### src/rtl/dfa_pkg.sv
package dfa_pkg;
  localparam int unsigned DFA_W = 8;
  localparam int unsigned DFA_MW = DFA_W - 1;
endpackage

### src/rtl/dfa_sm_to_tc.sv
module dfa_sm_to_tc #(
  parameter int W = dfa_pkg::DFA_W
) (
  input  logic [W-1:0] sm_i,
  output logic [W-1:0] tc_o
);
  localparam int MW = W - 1;

  function automatic logic [W-1:0] negate(input logic [W-1:0] v);
    negate = ~v + {{MW{1'b0}}, 1'b1};
  endfunction

  logic [W-1:0] mag_ext;
  assign mag_ext = {1'b0, sm_i[MW-1:0]};
  assign tc_o = sm_i[W-1] ? negate(mag_ext) : mag_ext;
endmodule

### src/rtl/dfa_ripple_add.sv
module dfa_ripple_add #(
  parameter int W = dfa_pkg::DFA_W
) (
  input  logic [W-1:0] a_i,
  input  logic [W-1:0] b_i,
  input  logic         cin_i,
  output logic [W-1:0] sum_o,
  output logic         c_msb_in_o,
  output logic         c_msb_out_o
);
  logic [W:0] carry;
  assign carry[0] = cin_i;

  for (genvar i = 0; i < W; i++) begin : g_bit
    assign sum_o[i]     = a_i[i] ^ b_i[i] ^ carry[i];
    assign carry[i + 1] = (a_i[i] & b_i[i]) | (carry[i] & (a_i[i] ^ b_i[i]));
  end

  assign c_msb_in_o  = carry[W-1];
  assign c_msb_out_o = carry[W];
endmodule

### src/rtl/dfa_sm_unit.sv
module dfa_sm_unit #(
  parameter int W = dfa_pkg::DFA_W
) (
  input  logic [W-1:0] a_i,
  input  logic [W-1:0] b_i,
  input  logic         sub_i,
  output logic [W-1:0] res_o,
  output logic         ovf_o,
  output logic         same_sign_o
);
  localparam int MW = W - 1;

  function automatic logic [MW-1:0] mag_diff(input logic [MW-1:0] x, input logic [MW-1:0] y);
    mag_diff = (x >= y) ? (x - y) : (y - x);
  endfunction

  logic          a_s, b_s, a_ge, sgn;
  logic [MW-1:0] am, bm, mag;
  logic [MW:0]   mag_sum;

  assign a_s  = a_i[W-1];
  assign b_s  = b_i[W-1] ^ sub_i;
  assign am   = a_i[MW-1:0];
  assign bm   = b_i[MW-1:0];
  assign a_ge = (am >= bm);

  assign mag_sum     = {1'b0, am} + {1'b0, bm};
  assign same_sign_o = (a_s == b_s);

  always_comb begin
    if (same_sign_o) begin
      mag = mag_sum[MW-1:0];
      sgn = a_s;
    end else begin
      mag = mag_diff(am, bm);
      sgn = a_ge ? a_s : b_s;
    end
  end

  assign res_o = {sgn & (|mag), mag};
  assign ovf_o = same_sign_o & mag_sum[MW];
endmodule

### src/rtl/dfa_addsub_dual.sv
module dfa_addsub_dual #(
  parameter int W = dfa_pkg::DFA_W
) (
  input  logic [W-1:0] opa_i,
  input  logic [W-1:0] opb_i,
  input  logic         sub_i,
  output logic [W-1:0] sm_sum_o,
  output logic         sm_ovf_o,
  output logic [W-1:0] tc_sum_o,
  output logic         tc_ovf_o
);
  logic [W-1:0] tc_a_w, tc_b_w, tc_b_eff_w;
  logic         same_sign_w, c_into_sign_w, c_out_sign_w;

  dfa_sm_to_tc #(.W(W)) u_conv_a (.sm_i(opa_i), .tc_o(tc_a_w));
  dfa_sm_to_tc #(.W(W)) u_conv_b (.sm_i(opb_i), .tc_o(tc_b_w));

  assign tc_b_eff_w = sub_i ? ~tc_b_w : tc_b_w;

  dfa_ripple_add #(.W(W)) u_tc_add (
    .a_i(tc_a_w), .b_i(tc_b_eff_w), .cin_i(sub_i),
    .sum_o(tc_sum_o), .c_msb_in_o(c_into_sign_w), .c_msb_out_o(c_out_sign_w)
  );
  assign tc_ovf_o = c_into_sign_w ^ c_out_sign_w;

  dfa_sm_unit #(.W(W)) u_sm (
    .a_i(opa_i), .b_i(opb_i), .sub_i(sub_i),
    .res_o(sm_sum_o), .ovf_o(sm_ovf_o), .same_sign_o(same_sign_w)
  );
endmodule

### config.mk
export PLATFORM = sky130hd
export DESIGN_NAME = dfa_addsub_dual
export DESIGN_NICKNAME = d
export VERILOG_FILES = /design/src/rtl/dfa_pkg.sv /design/src/rtl/dfa_sm_to_tc.sv /design/src/rtl/dfa_ripple_add.sv /design/src/rtl/dfa_sm_unit.sv /design/src/rtl/dfa_addsub_dual.sv
export SDC_FILE = /design/constraint.sdc
export NUM_CORES = 1
export LEC_CHECK = 0
export BUFFER_PORTS_ARGS = -buffer_cell sky130_fd_sc_hd__buf_2
export CORE_UTILIZATION = 30
export DETAILED_ROUTE_END_ITERATION = 10
export PLACE_DENSITY = 0.61
export REMOVE_ABC_BUFFERS = 1
export SYNTH_ARGS = -nofsm -noshare
export SYNTH_HDL_FRONTEND = slang
export SYNTH_SLANG_ARGS = --single-unit
### constraint.sdc
create_clock -name vclk -period 5.49
set_input_delay 1.098 -clock vclk [all_inputs]
set_output_delay 1.098 -clock vclk [all_outputs]
set_load 0.03 [all_outputs]
# After elaboration in Yosys (flattened, before gate mapping)
# Index checks and enable logic that the tools add are counted.
# Widths: inputs -> output; s select.
# word_totals
register_bits,0
in_bits,17
output_inout_bits,18
wordCells,62
# op_classes
addsub,5
n_lt_le_gt_ge,1
n_eq_ne,1
mux,7
n_bitwise,47
reduce_logical,1
# op_table
cell,count
$mux 8,3
$and 1x1->1,18
$xor 1x1->1,18
$add 8x1->8 const B,2
$not 7->8,2
$mux 7,2
$sub 7x7->7,2
$add 7x7->8,1
$not 8->8,1
$or 1x1->1,8
$ge 7x7->1,1
$reduce_or 7->1,1
$mux 1,2
$eq 1x1->1,1

# Logic depth before layout (Yosys ltp)
# logic_depth
depth_word,23
mapped_depth,16
mapped_depth_nobuf,16

# By module
# From an unflattened synthesis, not the netlist that was laid out.
# hier_totals
hier_cells,212
hier_area_um2,1592.8
# modules_own_cells
module,n_inst,cells_per_inst,area_each_um2,seq_area_each_um2
dfa_sm_unit,1,144,1013.5,0.0
dfa_ripple_add,1,18,197.7,0.0
dfa_sm_to_tc (u_conv_a),1,20,146.4,0.0
dfa_sm_to_tc (u_conv_b),1,20,145.1,0.0
dfa_addsub_dual,1,10,90.1,0.0

# Worst setup path before layout
# Ideal clock, no wire load.
# synth_timing
path_kind,in2out
from,input port opb_i[1]
to,output port tc_ovf_o
t_arrival_ns,4.764
t_required_ns,4.392
path_slack_ns,-0.372
cell_stages,16
path_buffers,0
cell_sequence,inv_1 ha_1 mux2i_1 xor2_1 fa_1 fa_1 fa_1 inv_1 fa_1 inv_1 fa_1 inv_1 fa_1 inv_1 fa_1 xnor2_1
# synth_via
elab_chain_len,21
word_cells_on_any_way,34
classes_between,1 x add/sub; 2 x mux; 31 x bitwise
# synth_rtl
element,line_no,text
from (decl),dfa_addsub_dual.sv:5,"input logic [W-1:0] opb_i,"
$not 7->8,dfa_sm_to_tc.sv:10,"negate = ~v + {{MW{1'b0}}, 1'b1};"
$add 8x1->8,dfa_sm_to_tc.sv:10,
$mux 8 (*),dfa_sm_to_tc.sv:15,assign tc_o = sm_i[W-1] ? negate(mag_ext) : mag_ext;
$not 8->8,dfa_addsub_dual.sv:18,assign tc_b_eff_w = sub_i ? ~tc_b_w : tc_b_w;
$mux 8 (*),dfa_addsub_dual.sv:18,
$xor 1x1->1,dfa_ripple_add.sv:16,assign carry[i + 1] = (a_i[i] & b_i[i]) | (carry[i] & (a_i[i] ^ b_i[i]));
$and 1x1->1,dfa_ripple_add.sv:16,
$or 1x1->1,dfa_ripple_add.sv:16,
[5 not listed],--,
$or 1x1->1,dfa_ripple_add.sv:16,
$and 1x1->1,dfa_ripple_add.sv:16,
$or 1x1->1,dfa_ripple_add.sv:16,
$and 1x1->1,dfa_ripple_add.sv:16,
$or 1x1->1,dfa_ripple_add.sv:16,
$and 1x1->1,dfa_ripple_add.sv:16,
$or 1x1->1,dfa_ripple_add.sv:16,
$xor 1x1->1 (*),dfa_addsub_dual.sv:24,assign tc_ovf_o = c_into_sign_w ^ c_out_sign_w;
to (decl),dfa_addsub_dual.sv:10,output logic tc_ovf_o
# Mark *: on every way between the ends. The rest lies on a longest branch, timed or not.

# Worst setup path in the final report
# layout_timing
from,input port opb_i[0]
to,output port tc_sum_o[7]
# layout_via
elab_chain_len,21
word_cells_on_any_way,35
classes_between,1 x add/sub; 2 x mux; 32 x bitwise
# layout_rtl
element,line_no,text
$not 7->8,dfa_sm_to_tc.sv:10,
$add 8x1->8,dfa_sm_to_tc.sv:10,
$mux 8 (*),dfa_sm_to_tc.sv:15,
$not 8->8,dfa_addsub_dual.sv:18,
$mux 8 (*),dfa_addsub_dual.sv:18,
$xor 1x1->1,dfa_ripple_add.sv:16,
$and 1x1->1,dfa_ripple_add.sv:16,
$or 1x1->1,dfa_ripple_add.sv:16,
[5 not listed],--,
$or 1x1->1,dfa_ripple_add.sv:16,
$and 1x1->1,dfa_ripple_add.sv:16,
$or 1x1->1,dfa_ripple_add.sv:16,
$and 1x1->1,dfa_ripple_add.sv:16,
$or 1x1->1,dfa_ripple_add.sv:16,
$and 1x1->1,dfa_ripple_add.sv:16,
$or 1x1->1,dfa_ripple_add.sv:16,
$xor 1x1->1 (*),dfa_ripple_add.sv:15,assign sum_o[i] = a_i[i] ^ b_i[i] ^ carry[i];
to (decl),dfa_addsub_dual.sv:9,"output logic [W-1:0] tc_sum_o,"
# Marks and branches as above.

==> impl_metrics.toml <==
[route]
drtAntennaViolNets = 0
first_iter_violations = 72
via_per_inst = 4.84
drc_errors = 0
wl_mm = 4.19
dr.pass1.iters = 4
wire_per_inst_um = 13.5
vias = 1506

[synthesis]
post_synth_and_or_nand_nor_area_fraction_pct = 15.3
synth_top_family_by_area = "adder cells"
synth_top_area_cell = "ha_1"
ys_top_cells_by_count = "34 x inv_1, 22 x ha_1, 14 x nor2_1, 14 x xnor2_1, 11 x a21oi_1"
netlist_area_mm2 = 0.00161
synth_area_leaders = "ha_1 17%, fa_1 12%, inv_1 8.0%"
synthAdderAreaFrac_pct = 29.6
synth_xor_area_share_pct = 17.0
synth-seq-area-share_pct = 0
syn_inst = 197
synthMuxAreaShare_pct = 3.74
synth_area_per_cell_um2 = 8.15
ys_types = 52
synth-compound-area-share_pct = 23.1
synth_most_common_cell = "inv_1"
yosys_warnings = 0
synth_top_area_share_pct = 17.1

[worst_setup_path]
path_max_fanout = 2
cp_data_arrival_time_ps = 4370
crit_type = "in -> out"
critical_path.endpoint_type = "primary output"
crit_path_frequent_cell = "fa_2"
crit_slowest_cell = "fa_2"
cp_cell_sequence = "buf_8 -> inv_4 -> ha_4 -> mux2i_2 -> xor2_1 -> fa_2 -> fa_2 -> fa_2 -> inv_2 -> fa_2 -> inv_2 -> fa_2 -> inv_2 -> fa_2 -> inv_2 -> fa_2 -> inv_2 -> buf_6"
path_buf_inv = 8
crit_family = "adder cells"
required_ps = 4390
max_stage_delay_ps = 520
start_kind = "input pin"

[hold_path]
worstHoldStart = "opb_i[0]"
worst_hold_path.endpoint = "tc_sum_o[0]"
hp-class = "in -> out"
hold_depth = 4

[layout]
nFlopsAndLatches = 0
n_clock_buffer = 0
drive_above_1_share_pct = 34.4
stdcell_area_mm2 = 0.00201
fin_util_pct = 39.0
regArea_um2 = 0
nFillCells = 571
area_growth_pct = 25.0
nNetsFinal = 292
antennaDiodeCount = 0

[global_routing]
grt_overflow = 0
grt_usage_pct = 15.4
grt_pass1_wl_mm = 6.77
antenna_found_initial = 0
grt_max_degree = 14
first_global_vias = 1373

[power_and_ir_drop]
leakage_nw = 0.984
peakVddDrop_mv = 0.136
powerDensity_mw_per_mm2 = 194

[placed_design]
place_ws_ps = -322
dp_hpwl_mm = 3.55
portBuffers = 35
place_area_mm2 = 0.00192
gp_congestion = 0.937

[die]
num_rows = 26
core-area_mm2 = 0.00514
die_w_um = 75.2
die_area_mm2 = 0.00565
die_y_um = 75.2
ioPinCount = 35
start_util_pct = 31.2

[sta]
hold_viol = 0
min_period_over_period_pct = 99.6
max_slew_margin_pct = 67.3
setup_viol = 0
worst_slack_ps = 24.3
worstMarginPinSlew_ps = 490
fmax_ghz = 0.183
final.min_clock_period_ps = 5470
fin_tns_setup_ps = 0
maxSlewViolCount = 0
grt_setup_unrepaired = "true"

[flow_run]
max_cap_violations = 0

[clock_tree]
cts_hold_buf = 0

[run_status]
outcome = "finished clean"
[cell type report]
class | count | area [um2] | share of cell area [%]
well taps | 70 | 87.6 | 4.36
repair buffers | 50 | 317 | 15.8
inverters | 35 | 136 | 6.80
multi-input cells | 156 | 1470 | 73.1
[tightest hold or removal path: stages]
cell and delay (ps):
buf_8 80, buf_4 130, xor2_1 60, buf_2 170
[power by group]
| group | internal (mW) | switching [mW] |
|---|---|---|
| Sequential | 0 | 0 |
| Combinational | 0.149 | 0.241 |
| Clock | 0 | 0 |
[through the flow]
| stage | cells | power (mW) | hold slack (ps) |
|---|---|---|---|
| after global routing | 311 | 0.428 | 2670 |
| after floorplan | 191 | 0.262 | 2370 |
| after CTS | 309 | 0.388 | 2640 |
| final | 311 | 0.390 | 2640 |
| after detailed placement | 309 | 0.362 | 2650 |
| after global placement | 309 | 0.360 | 2650 |
[placed cells by master (no fill, tap or decap), drive strengths merged, types with 2 or more instances in the layout]
cell type,netlist,final
nor3,4,4
a211oi,2,2
fa,10,10
nor2,14,14
a31oi,2,2
a31o,2,2
o211ai,3,3
o21bai,2,2
inv,35,35
a211o,2,2
buf,5,50
mux2i,6,6
nand2,7,7
nand3,5,5
ha,22,22
nand2b,2,2
nand4,2,2
a21o,4,4
o211a,2,2
xor2,8,8
o21ai,7,7
a21oi,11,11
xnor2,16,16
and3,3,3
o31ai,6,6
[cells by family after synthesis]
family,after synthesis
XOR/XNOR,25
multiplexers,6
AO/OA/AOI/OAI,49
AND/OR/NAND/NOR,44
buffers and inverters,41
adder cells (fa/ha/maj),32
[layer usage]
layer	vias up	global-route usage [%]	part of all wire, %
met5	-	0	0
li1	765	-	-
met2	36	26.1	47
met3	0	1.61	3.9
met4	0	0	0
met1	705	22.4	49
[how the worst max path moves through the flow]
stage,start,slack [ps],to,cells after the start
after global routing,opb_i[0],-70,tc_sum_o[7],18
after global placement,opb_i[0],-240,tc_ovf_o,18
after floorplan,opb_i[1],-370,tc_ovf_o,16
after detailed placement,opb_i[0],-320,tc_ovf_o,18
after CTS,opb_i[0],10,tc_ovf_o,18
final,opb_i[0],20,tc_sum_o[7],18
[repair_timing]
| action | in CTS | in global routing |
|---|---|---|
| resized for setup | 22 | 4 |
| setup buffers | 0 | 2 |
| pin swaps | 6 | 5 |
| endpoints found under the setup margin | 2 | 2 |
Note: power is estimated with default switching activity, not from simulation.
